===== config.mk =====
export PLATFORM = sky130hd
export DESIGN_NAME = scl_clock_gen
export DESIGN_NICKNAME = d
export VERILOG_FILES = /design/src/rtl/scl_gen_pkg.sv /design/src/rtl/scl_cfg_regs.sv /design/src/rtl/scl_line_sync.sv /design/src/rtl/scl_prescaler.sv /design/src/rtl/scl_phase_fsm.sv /design/src/rtl/scl_clock_gen.sv
export SDC_FILE = /design/constraint.sdc
export NUM_CORES = 1
export LEC_CHECK = 0
export BUFFER_PORTS_ARGS = -buffer_cell sky130_fd_sc_hd__buf_2
export CAP_MARGIN = 20
export CORE_UTILIZATION = 31
export DETAILED_ROUTE_END_ITERATION = 10
export GPL_TIMING_DRIVEN = 0
export PLACE_DENSITY = 0.54
export SYNTH_ARGS = -nofsm -noshare
export SYNTH_HDL_FRONTEND = slang
export SYNTH_SLANG_ARGS = --single-unit
export TNS_END_PERCENT = 20

===== constraint.sdc =====
create_clock -name clk -period 6.85 [get_ports clk]
set_input_delay 1.37 -clock clk [delete_from_list [all_inputs] [get_ports clk]]
set_output_delay 1.37 -clock clk [all_outputs]
set_load 0.02 [all_outputs]

===== src/rtl/scl_gen_pkg.sv =====
package scl_gen_pkg;

  typedef enum logic [1:0] {
    PH_IDLE = 2'd0,
    PH_LOW  = 2'd1,
    PH_HIGH = 2'd2
  } phase_e;

  typedef enum logic [1:0] {
    SEL_PSC  = 2'd0,
    SEL_LOW  = 2'd1,
    SEL_HIGH = 2'd2,
    SEL_CTRL = 2'd3
  } reg_sel_e;

  // Fixed extension added to every phase, chosen by the prescale value
  function automatic int unsigned phase_offset(input int unsigned psc);
    if (psc == 0) return 7;
    if (psc == 1) return 6;
    return 5;
  endfunction

  // Phase length in prescaled ticks
  function automatic int unsigned phase_len(input int unsigned cnt, input int unsigned psc);
    return cnt + phase_offset(psc);
  endfunction

endpackage


===== src/rtl/scl_cfg_regs.sv =====
module scl_cfg_regs
  import scl_gen_pkg::*;
#(
  parameter int DW = 16
) (
  input  logic          clk,
  input  logic          rst_n,
  input  logic          wr_en,
  input  logic [1:0]    wr_sel,
  input  logic [DW-1:0] wr_data,
  input  logic          load,
  output logic          gen_en,
  output logic [DW-1:0] psc_s,
  output logic [DW-1:0] low_s,
  output logic [DW-1:0] high_s
);

  logic [DW-1:0] psc_r, low_r, high_r;

  // Programmed values, written at any time
  always_ff @(posedge clk or negedge rst_n) begin
    if (!rst_n) begin
      psc_r  <= '0;
      low_r  <= '0;
      high_r <= '0;
      gen_en <= 1'b0;
    end else if (wr_en) begin
      unique case (reg_sel_e'(wr_sel))
        SEL_PSC:  psc_r  <= wr_data;
        SEL_LOW:  low_r  <= wr_data;
        SEL_HIGH: high_r <= wr_data;
        SEL_CTRL: gen_en <= wr_data[0];
        default:  ;
      endcase
    end
  end

  // Working copies, captured only at a period boundary
  always_ff @(posedge clk or negedge rst_n) begin
    if (!rst_n) begin
      psc_s  <= '0;
      low_s  <= '0;
      high_s <= '0;
    end else if (load) begin
      psc_s  <= psc_r;
      low_s  <= low_r;
      high_s <= high_r;
    end
  end

endmodule


===== src/rtl/scl_line_sync.sv =====
module scl_line_sync #(
  parameter int STAGES = 2
) (
  input  logic clk,
  input  logic rst_n,
  input  logic line_in,
  output logic line_q
);

  generate
    if (STAGES == 0) begin : g_bypass
      assign line_q = line_in;
    end else begin : g_chain
      logic [STAGES-1:0] sh;
      always_ff @(posedge clk or negedge rst_n) begin
        if (!rst_n) begin
          sh <= '1;
        end else begin
          sh[0] <= line_in;
          for (int i = 1; i < STAGES; i++) sh[i] <= sh[i-1];
        end
      end
      assign line_q = sh[STAGES-1];
    end
  endgenerate

endmodule


===== src/rtl/scl_prescaler.sv =====
module scl_prescaler #(
  parameter int DW = 16
) (
  input  logic          clk,
  input  logic          rst_n,
  input  logic          clear,
  input  logic          run,
  input  logic [DW-1:0] limit,
  output logic          tick
);

  logic [DW-1:0] pcnt;

  assign tick = run && (pcnt == limit);

  always_ff @(posedge clk or negedge rst_n) begin
    if (!rst_n)      pcnt <= '0;
    else if (clear)  pcnt <= '0;
    else if (tick)   pcnt <= '0;
    else if (run)    pcnt <= pcnt + 1'b1;
  end

endmodule


===== src/rtl/scl_phase_fsm.sv =====
module scl_phase_fsm
  import scl_gen_pkg::*;
#(
  parameter int DW = 16
) (
  input  logic          clk,
  input  logic          rst_n,
  input  logic          active,
  input  logic          line_high,
  input  logic          tick,
  input  logic [DW-1:0] psc_s,
  input  logic [DW-1:0] low_s,
  input  logic [DW-1:0] high_s,
  output logic          run,
  output logic          idle,
  output logic          load,
  output logic          drive_low,
  output logic          change_stb,
  output logic          sample_stb
);

  localparam int CW = DW + 1;

  phase_e        state;
  logic [CW-1:0] ph_cnt;
  logic [CW-1:0] len_lo, len_hi;
  logic [CW-1:0] mid_lo, mid_hi;
  logic          end_lo, end_hi;

  assign len_lo = CW'(phase_len(32'(low_s), 32'(psc_s)));
  assign len_hi = CW'(phase_len(32'(high_s), 32'(psc_s)));
  assign mid_lo = (len_lo >> 1) - CW'(1);
  assign mid_hi = (len_hi >> 1) - CW'(1);

  // High-phase ticks need the line actually high
  assign run  = active && ((state == PH_LOW) || ((state == PH_HIGH) && line_high));
  assign idle = (state == PH_IDLE);

  assign end_lo = (state == PH_LOW)  && tick && (ph_cnt == len_lo - CW'(1));
  assign end_hi = (state == PH_HIGH) && tick && (ph_cnt == len_hi - CW'(1));
  assign load   = idle || end_hi;

  assign drive_low  = (state == PH_LOW);
  assign change_stb = (state == PH_LOW)  && tick && (ph_cnt == mid_lo);
  assign sample_stb = (state == PH_HIGH) && tick && (ph_cnt == mid_hi);

  always_ff @(posedge clk or negedge rst_n) begin
    if (!rst_n) begin
      state  <= PH_IDLE;
      ph_cnt <= '0;
    end else begin
      unique case (state)
        PH_IDLE: begin
          ph_cnt <= '0;
          if (active) state <= PH_LOW;
        end
        PH_LOW: begin
          if (!active) begin
            state  <= PH_IDLE;
            ph_cnt <= '0;
          end else if (end_lo) begin
            state  <= PH_HIGH;
            ph_cnt <= '0;
          end else if (tick) begin
            ph_cnt <= ph_cnt + CW'(1);
          end
        end
        PH_HIGH: begin
          if (!active) begin
            state  <= PH_IDLE;
            ph_cnt <= '0;
          end else if (end_hi) begin
            state  <= PH_LOW;
            ph_cnt <= '0;
          end else if (tick) begin
            ph_cnt <= ph_cnt + CW'(1);
          end
        end
        default: begin
          state  <= PH_IDLE;
          ph_cnt <= '0;
        end
      endcase
    end
  end

endmodule


===== src/rtl/scl_clock_gen.sv =====
module scl_clock_gen #(
  parameter int DW          = 16,
  parameter int SYNC_STAGES = 2
) (
  input  logic          clk,
  input  logic          rst_n,
  input  logic          wr_en,
  input  logic [1:0]    wr_sel,
  input  logic [DW-1:0] wr_data,
  input  logic          master_active,
  input  logic          scl_in,
  output logic          scl_drive_low,
  output logic          sample_stb,
  output logic          change_stb
);

  logic          gen_en;
  logic          active_w;
  logic          line_high;
  logic          tick;
  logic          run;
  logic          idle;
  logic          load;
  logic [DW-1:0] psc_s, low_s, high_s;

  assign active_w = gen_en && master_active;

  scl_cfg_regs #(.DW(DW)) u_regs (
    .clk(clk), .rst_n(rst_n), .wr_en(wr_en), .wr_sel(wr_sel), .wr_data(wr_data),
    .load(load), .gen_en(gen_en), .psc_s(psc_s), .low_s(low_s), .high_s(high_s)
  );

  scl_line_sync #(.STAGES(SYNC_STAGES)) u_sync (
    .clk(clk), .rst_n(rst_n), .line_in(scl_in), .line_q(line_high)
  );

  scl_prescaler #(.DW(DW)) u_psc (
    .clk(clk), .rst_n(rst_n), .clear(idle), .run(run), .limit(psc_s), .tick(tick)
  );

  scl_phase_fsm #(.DW(DW)) u_fsm (
    .clk(clk), .rst_n(rst_n), .active(active_w), .line_high(line_high), .tick(tick),
    .psc_s(psc_s), .low_s(low_s), .high_s(high_s),
    .run(run), .idle(idle), .load(load), .drive_low(scl_drive_low),
    .change_stb(change_stb), .sample_stb(sample_stb)
  );

endmodule


==> results of run 1 <==
==> synthesized netlist by cell type, types with 5 or more instances <==
cell type	n	share of area [%]
dfrtp_1	132	35
xnor2_1	126	12
mux2_2	78	9.4
nor2_1	76	3.0
nand3_1	41	2.2
nand2_1	39	1.6
nand4_1	37	2.5
xor2_1	37	3.5
clkbuf_1	31	1.2
nor3_1	26	1.4
inv_1	25	1.0
and3_1	21	1.4
mux2_4	20	3.2
a21oi_1	19	1.0
nor4_1	18	1.2
o21ai_0	17	0.91
buf_2	15	0.80
ha_1	14	1.9
nand2b_1	10	0.67
nor2b_1	8	0.53
a211oi_1	7	0.56
mux2i_1	7	0.75
nand3b_1	7	0.56
and4_1	6	0.56
or2_2	6	0.40
a31oi_1	5	0.33
and2_1	5	0.33
buf_6	5	0.60
o31a_1	5	0.47
o31ai_1	5	0.40
or3_1	5	0.33
==> layout make-up <==
class	count	area share, %
Tap cell	390	4.60
Timing Repair Buffer	26	1.50
Buffer	55	2.53
Clock inverter	13	1.07
Clock buffer	18	4.14
Multi-Input combinational cell	727	53.6
Sequential cell	134	31.6
Inverter	26	0.919
==> timing repair <==
item,4_1_cts,5_1_grt
hold buffers,0,0
resized for setup,2,11
gates cloned,0,0
endpoints found under the setup margin,2,2
==> stage by stage <==
stage	instances	worst slack, ps	area, µm²	hold slack [ps]
3_5_place_dp	1358	264	10000	350
5_1_grt	1389	-64.2	10600	366
4_1_cts	1389	13.7	10600	359
3_3_place_gp	1357	322	9980	347
2_1_floorplan	942	960	9370	345
6_report	1389	287	10600	357
==> worst max-delay path by stage <==
stage | slack (ps) | depth (start not counted) | start | endpoint
after floorplan | 960 | 18 | u_regs.psc_s[10] | change_stb
after global placement | 320 | 19 | u_regs.psc_s[11] | change_stb
after detailed placement | 260 | 19 | u_regs.psc_s[11] | change_stb
after CTS | 10 | 19 | u_regs.psc_s[14] | change_stb
after global routing | -60 | 19 | u_regs.psc_s[10] | change_stb
final | 290 | 19 | u_regs.psc_s[10] | change_stb
==> cells by family (layout without fill, tap and decap cells) <==
family / Yosys count / count (layout) / synth area share [%]
AO/OA/AOI/OAI: 109 / 109 / 8.91
AND/OR/NAND/NOR: 329 / 329 / 19.3
XOR/XNOR: 168 / 168 / 16.5
flip-flops: 134 / 134 / 35.8
multiplexers: 105 / 105 / 13.3
adder cells (fa/ha/maj): 16 / 16 / 2.30
buffers and inverters: 81 / 138 / 3.90
==> critical path: cells and delay by family, from the launching register on <==
| kind | cells | cell delay (ps) |
|---|---|---|
| flops | 1 | 410 |
| compound gates | 2 | 760 |
| simple gates | 9 | 1970 |
| xor+xnor | 1 | 170 |
| fa+ha+maj | 2 | 420 |
| buf+inv | 4 | 840 |
| mux | 1 | 200 |
==> registers in the layout, summed over array words and instances (netlist names) <==
register,flops
u_fsm.ph_cnt,17
u_psc.pcnt,16
u_regs.high_r,16
u_regs.high_s,16
u_regs.low_r,16
u_regs.low_s,16
u_regs.psc_r,16
u_regs.psc_s,16
u_fsm.state,2
u_sync.g_chain.sh,2
u_regs.gen_en,1
==> power by group <==
part | internal, W | switching, W
registers | 0.000999 | 0.000203
logic | 0.00108 | 0.00130
clock network | 0.000481 | 0.000380
total | 0.00256 | 0.00189
==> per-layer routing <==
| metal | vias to the layer above | GRT usage (%) | wire, µm |
|---|---|---|---|
| met1 | 3565 | 22.2 | 11700 |
| met4 | 0 | 3.44 | 233 |
| met2 | 108 | 26.4 | 11400 |
| met3 | 21 | 2.49 | 700 |
| met5 | - | 0 | 0 |
| li1 | 3469 | - | - |
==> results.tsv, run 1 <==
metric	value	unit
mostFrequentLayoutCell	dfrtp_1	
drv_cap	0	
wirelength	24000	µm
drt-vias-per-instance	5.16	
finalCriticalPeriod	6560	ps
io-pin-count	26	
clkLatencyLatePin	420	ps
detail-route-antenna-nets	0	
dp_hpwl	18400	µm
fin_util	35.7	%
totalPowerFinal	0.00445	W
mostFrequentLayoutCells	dfrtp_1 (132), xnor2_1 (125), mux2_2 (78)	
power-per-cell-area	419	mW/mm²
grt_pass1_vias	6953	
fin_setup_tns	0	ps
final_nets	1026	
ff2ff_path_depth	18	
routedWlPerCell	17.3	µm
crit_type	flop to primary output	
worstPathCellList	nor4_1, and4_4, nand2_1, ha_1, inv_1, fa_1, buf_2, nand2b_1, mux2i_1, o32ai_2, clkbuf_2, nand4_1, nor2b_2, nand2_1, xnor2_1, and3_1, nand4_1, a2111oi_0, buf_2	
insertedDiodeCount	0	
end_kind	primary output	
rrSetupSlack	1070	ps
regArea	0.00336	mm²
die_w	176	µm
grt_start_max_net_pins	72	
drv_slew	0	
seq_area_frac_synth	35.8	%
start_util	31.5	%
vias	7163	
synthArstFlopShare	100	%
grt_antenna_before_repair	0	
slowest_delay	410	ps
gp_congestion	0.893	
whs_endpoint	u_sync.g_chain.sh[1]	
finalHoldViolCount	0	
ys_warn_count	0	
status	finished clean	
post_route_cells_drive_above_1_share	21.3	%
cp_slowest_cell	dfrtp_1	
core	0.0297	mm²
synth_cells	942	
avgSynthCellArea	9.94	µm²
syn_nets	981	
die_area	0.0309	mm²
clk_pin_slew_worst_paths	60	ps
ys_seq_elements	134	
netlist_area	0.00937	mm²
synthFlopType	dfrtp_1	
portBuffers	25	
synth_cell_types	78	
num-fill-cells	3007	
min_period_over_period	95.8	%
cts_inserted_buffers	17	
timing.fmax	152	MHz
synthToLayoutAreaGrowth	13.4	%
relSlewSlack	30.2	%
worst_slew_pin_slew	1040	ps
synth_edf_count	0	
die_h	176	µm
setup_viol	0	
initialDrtViolationCount	476	
cp.arrival	5190	ps
post_cts_buffers	0	
hp-class	flop to flop	
root_buffer	clkbuf_16	
r2r_start	u_regs.psc_s[10]	
cts_tree	yes	
multi_input_area	0.00570	mm²
finalClockSkew	13.6	ps
htreeDepth	4	
cts_buffer_depth	2	
power_leakage	4.03	nW
core.rowCount	63	
drcViolationCount	0	
start_kind	flop	
clock_sinks	134	
grt-ovfl-total	0	
required	5480	ps
hold_path_startpoint	u_sync.g_chain.sh[0]	
reg2reg_to	u_fsm.ph_cnt[3]	
drt-pass1-iter-count	5	
grt_pass1_wl	38800	µm
ir_drop	0.211	mV
hold_depth	0	
crit_fanout	10	
grt_usage	16.1	%
Note: power is estimated with default switching activity, not from simulation.
==> inputs of run 2 (changes only) <==
--- a/config.mk
+++ b/config.mk
@@ -9,8 +9,7 @@
 export CAP_MARGIN = 20
 export CORE_UTILIZATION = 31
 export DETAILED_ROUTE_END_ITERATION = 10
-export GPL_TIMING_DRIVEN = 0
-export PLACE_DENSITY = 0.54
+export PLACE_DENSITY_LB_ADDON = 0.25
 export SYNTH_ARGS = -nofsm -noshare
 export SYNTH_HDL_FRONTEND = slang
 export SYNTH_SLANG_ARGS = --single-unit
==> results.tsv, run 2 (synthesis gave the netlist of run 1 again) <==
metric	value	unit
path_delay_family	simple AND/OR/NAND/NOR gates	
vias	6872	
cts_buffer_depth	2	
gp_congestion	0.854	
mostFrequentLayoutCell	dfrtp_1	
fin_util	35.3	%
wirelength	24000	µm
worst_slew_pin_slew	929	ps
die_w	176	µm
drv_cap	0	
portBuffers	25	
finalClockSkew	21.6	ps
post_cts_buffers	0	
crit_path_frequent_cell	nand2_1	
fin_setup_tns	0	ps
initialDrtViolationCount	490	
largest_reg_flops	17	
comb_power_share	48.7	%
die_area	0.0309	mm²
drcViolationCount	0	
hp-class	flop to flop	
finalHoldViolCount	0	
post_route_cells_drive_above_1_share	21.2	%
htreeDepth	4	
final_nets	983	
cp_slowest_cell	or4b_1	
status	finished clean	
drt-vias-per-instance	5.10	
cts_tree	yes	
die_h	176	µm
cp.arrival	5130	ps
start_kind	flop	
required	5480	ps
grt_antenna_before_repair	0	
p_sw	0.00186	W
grt_start_max_net_pins	76	
p_sw_share	41.6	%
insertedDiodeCount	0	
dp_hpwl	18200	µm
core.rowCount	63	
clock_power_share	21.5	%
p_int	0.00262	W
crit_fanout	9	
synthToLayoutAreaGrowth	11.8	%
ir_drop	0.190	mV
setup_viol	0	
clkLatencyLatePin	430	ps
mostFrequentLayoutCells	dfrtp_1 (132), xnor2_1 (125), mux2_2 (78)	
grt_pass1_vias	6730	
slowest_delay	590	ps
hold_buffers	0	
power_leakage	3.96	nW
grt_usage	16.3	%
root_buffer	clkbuf_16	
core	0.0297	mm²
drv_slew	0	
crit_type	flop to primary output	
power-per-cell-area	427	mW/mm²
crit_buf_inv	2	
clock_sinks	134	
routedWlPerCell	17.8	µm
finalHoldWorstSlack	356	ps
clk_pin_slew_worst_paths	60	ps
cts_inserted_buffers	17	
timing.fmax	154	MHz
drt-pass1-iter-count	6	
seq_power_share	29.8	%
top_register	u_fsm.ph_cnt	
rsz0062_at_grt	false	
min_period_over_period	95.0	%
io-pin-count	26	
detail-route-antenna-nets	0	
end_kind	primary output	
finalCriticalPeriod	6500	ps
grt-ovfl-total	0	
relSlewSlack	38.1	%
grt_pass1_wl	38400	µm
num-fill-cells	2935	
start_util	31.5	%
worstPathCellList	nor4_1, and4_2, nand2_1, ha_1, inv_1, fa_2, nand2b_1, and3_1, or4b_1, nor3_2, nand2_1, or2_2, nor2_1, xor2_1, or4_1, nor4_2, buf_2	
postCtsResizedCells	0	
-- run 2: cell count changes in the layout (fill, tap and decap cells not counted), moves of 2 or more --
cell,change
bufinv_16,+3
buf_1,-2
clkbuf_1,-30
nor2_1,-2
buf_2,-15
clkbuf_2,-2
buf_4,+12
nor2b_1,+2
buf_6,-5
nor2b_2,-2
-- run 2: worst reg2reg max path, stage by stage (launching register included) --
cell	delay (ps)
dfrtp_1	400
nor4_1	370
and4_2	350
nand2_1	110
ha_1	260
inv_1	90
fa_2	300
or4b_2	600
o21ai_0	90
a22o_1	370
nand3_1	280
xnor2_1	200
or4_4	440
a2111oi_4	640
nor2_1	200
o2111ai_4	540
nor2_1	110
-- run 2: final timing paths --
| kind | startpoint | end | slack [ps] | cells past startpoint |
|---|---|---|---|---|
| worst max-delay path | u_regs.psc_s[10] | sample_stb | 350 | 17 |
| worst max register to register | u_regs.psc_s[10] | u_fsm.ph_cnt[1] | 1370 | 16 |
| min in group asynchronous | rst_n | u_fsm.ph_cnt[16] | 890 | 1 |
| worst min register to register | u_sync.g_chain.sh[0] | u_sync.g_chain.sh[1] | 360 | 0 |
| max in group asynchronous | rst_n | u_psc.pcnt[5] | 4540 | 2 |
| worst min-delay path | u_sync.g_chain.sh[0] | u_sync.g_chain.sh[1] | 360 | 0 |
-- run 2: area by class of cell --
class,instances,area [µm²],share of cell area [%]
Clock buffer,17,425,4.06
Clock inverter,15,191,1.83
Inverter,26,97.6,0.931
Multi-Input combinational cell,727,5690,54.3
Sequential cell,134,3360,32.0
Tap cell,390,488,4.66
Timing Repair Buffer,38,229,2.19
-- run 2: power groups by stage --
| stage | Clock (W) | Combinational, W | Sequential, W |
|---|---|---|---|
| after floorplan | 0 | 0.00191 | 0.00113 |
| after global placement | 0 | 0.00215 | 0.00134 |
| after detailed placement | 0 | 0.00216 | 0.00135 |
| after CTS | 0.000986 | 0.00217 | 0.00133 |
| after global routing | 0.00102 | 0.00240 | 0.00138 |
| final | 0.000964 | 0.00218 | 0.00133 |
-- run 2: per-stage QoR --
step	power, W	worst slack [ps]	area [µm²]	instances
detailed placement	0.00351	528	9840	1315
finish	0.00448	345	10500	1347
floorplan	0.00304	960	9370	942
global placement	0.00349	661	9840	1315
global route	0.00479	26.3	10500	1347
CTS	0.00449	62.9	10500	1347
-- run 2: per-layer routing --
metal | GRT usage, % | part of all wire, % | wire length [µm] | vias to the layer above
met5 | 0 | 0 | 0 | -
met4 | 3.88 | 0.66 | 159 | 0
met3 | 2.97 | 2.7 | 652 | 10
met2 | 26.4 | 48 | 11400 | 102
met1 | 22.3 | 49 | 11700 | 3374
li1 | - | - | - | 3386
==> inputs of run 3 (changes only) <==
==> constraint.sdc (replaced) <==
create_clock -name clk -period 6.85 [get_ports clk]
set_input_delay 1.0275 -clock clk [delete_from_list [all_inputs] [get_ports clk]]
set_output_delay 1.0275 -clock clk [all_outputs]
set_load 0.02 [all_outputs]
==> results.tsv, run 3 (synthesis gave the netlist of run 1 again) <==
metric	value	unit
instances_no_fill	1342	
timing.fmax	157	MHz
finalClockSkew	11.8	ps
initialDrtViolationCount	588	
routedWlPerCell	18.3	µm
rsz0062_at_grt	false	
required	5820	ps
postCtsResizedCells	0	
worstPathCellList	nor4_1, and4_1, nand2_1, ha_1, inv_1, fa_1, nand2b_1, and3_1, or4b_1, nor3_1, nand2_1, or2_2, nor2_1, xor2_1, or4_1, nor4_1, buf_2	
drv_slew	0	
crit_type	flop to primary output	
top_register	u_fsm.ph_cnt	
detail-route-antenna-nets	0	
cts_buffer_depth	2	
postLayoutCellArea	0.0104	mm²
gp_congestion	0.840	
cp.arrival	5330	ps
insertedDiodeCount	0	
post_cts_buffers	0	
largest_reg_flops	17	
place_area	0.00980	mm²
cp_slowest_cell	or4b_1	
post_route_cells_drive_above_1_share	20.2	%
drv_cap	0	
vias	6993	
power_leakage	3.94	nW
slowest_delay	570	ps
min_period_over_period	92.8	%
hold_buffers	0	
portBuffers	25	
clkLatencyLatePin	430	ps
drcViolationCount	0	
drt-vias-per-instance	5.21	
drt-pass1-iter-count	5	
status	finished clean	
setup_viol	0	
crit_fanout	9	
clk_pin_slew_worst_paths	60	ps
mostFrequentLayoutCell	dfrtp_1	
relSlewSlack	39.8	%
num-fill-cells	2984	
finalCriticalPeriod	6360	ps
core.rowCount	63	
grt_antenna_before_repair	0	
die_w	176	µm
start_util	31.5	%
grt-ovfl-total	0	
synthToLayoutAreaGrowth	11.2	%
ir_drop	0.181	mV
fin_setup_tns	0	ps
root_buffer	clkbuf_16	
die_area	0.0309	mm²
grt_pass1_vias	6655	
grt_usage	16.5	%
clock_sinks	134	
grt_pass1_wl	39100	µm
power-per-cell-area	430	mW/mm²
finalHoldViolCount	0	
wirelength	24600	µm
start_kind	flop	
core	0.0297	mm²
hp-class	flop to flop	
grt_start_max_net_pins	71	
cts_inserted_buffers	17	
mostFrequentLayoutCells	dfrtp_1 (132), xnor2_1 (126), mux2_2 (78)	
dp_hpwl	18400	µm
cts_tree	yes	
final_nets	978	
placed_cells	1310	
htreeDepth	4	
die_h	176	µm
end_kind	primary output	
io-pin-count	26	
worst_slew_pin_slew	900	ps
run 3: layout make-up:
class | instances | area (µm²) | share of cell area, %
multi-input cells | 727 | 5670 | 54.4
flip-flops and latches | 134 | 3360 | 32.2
well taps | 390 | 488 | 4.68
clock buffers | 17 | 425 | 4.08
clock inverters | 15 | 195 | 1.87
repair buffers | 33 | 191 | 1.84
inverters | 26 | 97.6 | 0.937
run 3: worst max-delay path, delay by kind of cell (launching register included):
kind                       cells  cell delay, ps
xor gates and xnor gates       1              90
adders and majority gates      2             600
buffers and inverters          2             300
DFF                            1             400
and+or+nand+nor               12            3500
run 3: through the flow:
| stage | util, % | worst slack, ps | hold WS [ps] | power, W |
|---|---|---|---|---|
| final | 35.1 | 492 | 355 | 0.00449 |
| after global routing | 35.1 | 33.1 | 363 | 0.00477 |
| after CTS | 35.1 | 469 | 356 | 0.00450 |
| after detailed placement | 33.0 | 931 | 347 | 0.00350 |
| after global placement | 33.0 | 1120 | 347 | 0.00347 |
| after floorplan | - | 1300 | 345 | 0.00304 |
run 3: path summary, 6_finish.rpt:
kind                                       from                    to  slack, ps  depth (start not counted)
setup / recovery               u_regs.psc_s[10]            sample_stb        490                         17
hold reg to reg            u_sync.g_chain.sh[0]  u_sync.g_chain.sh[1]        360                          0
min in group asynchronous                 rst_n      u_fsm.ph_cnt[16]        580                          1
hold / removal             u_sync.g_chain.sh[0]  u_sync.g_chain.sh[1]        360                          0
max in group asynchronous                 rst_n        u_psc.pcnt[15]       4930                          2
setup reg to reg               u_regs.psc_s[10]       u_fsm.ph_cnt[2]       1260                         16
run 3: layer usage:
metal	routed length [µm]	part of all wire [%]	vias to the layer above	GRT usage, %
li1	-	-	3375	-
met3	768	3.1	30	3.18
met1	12000	49	3474	23.0
met2	11400	46	114	25.7
met5	0	0	-	0
met4	438	1.8	0	4.75
run 3: report_power, final:
part	leakage (nW)	internal (W)	total [W]	switching, W
sequential	1.66	0.000996	0.00136	0.000361
clock	0.299	0.000582	0.000981	0.000398
combinational	1.99	0.00102	0.00215	0.00113
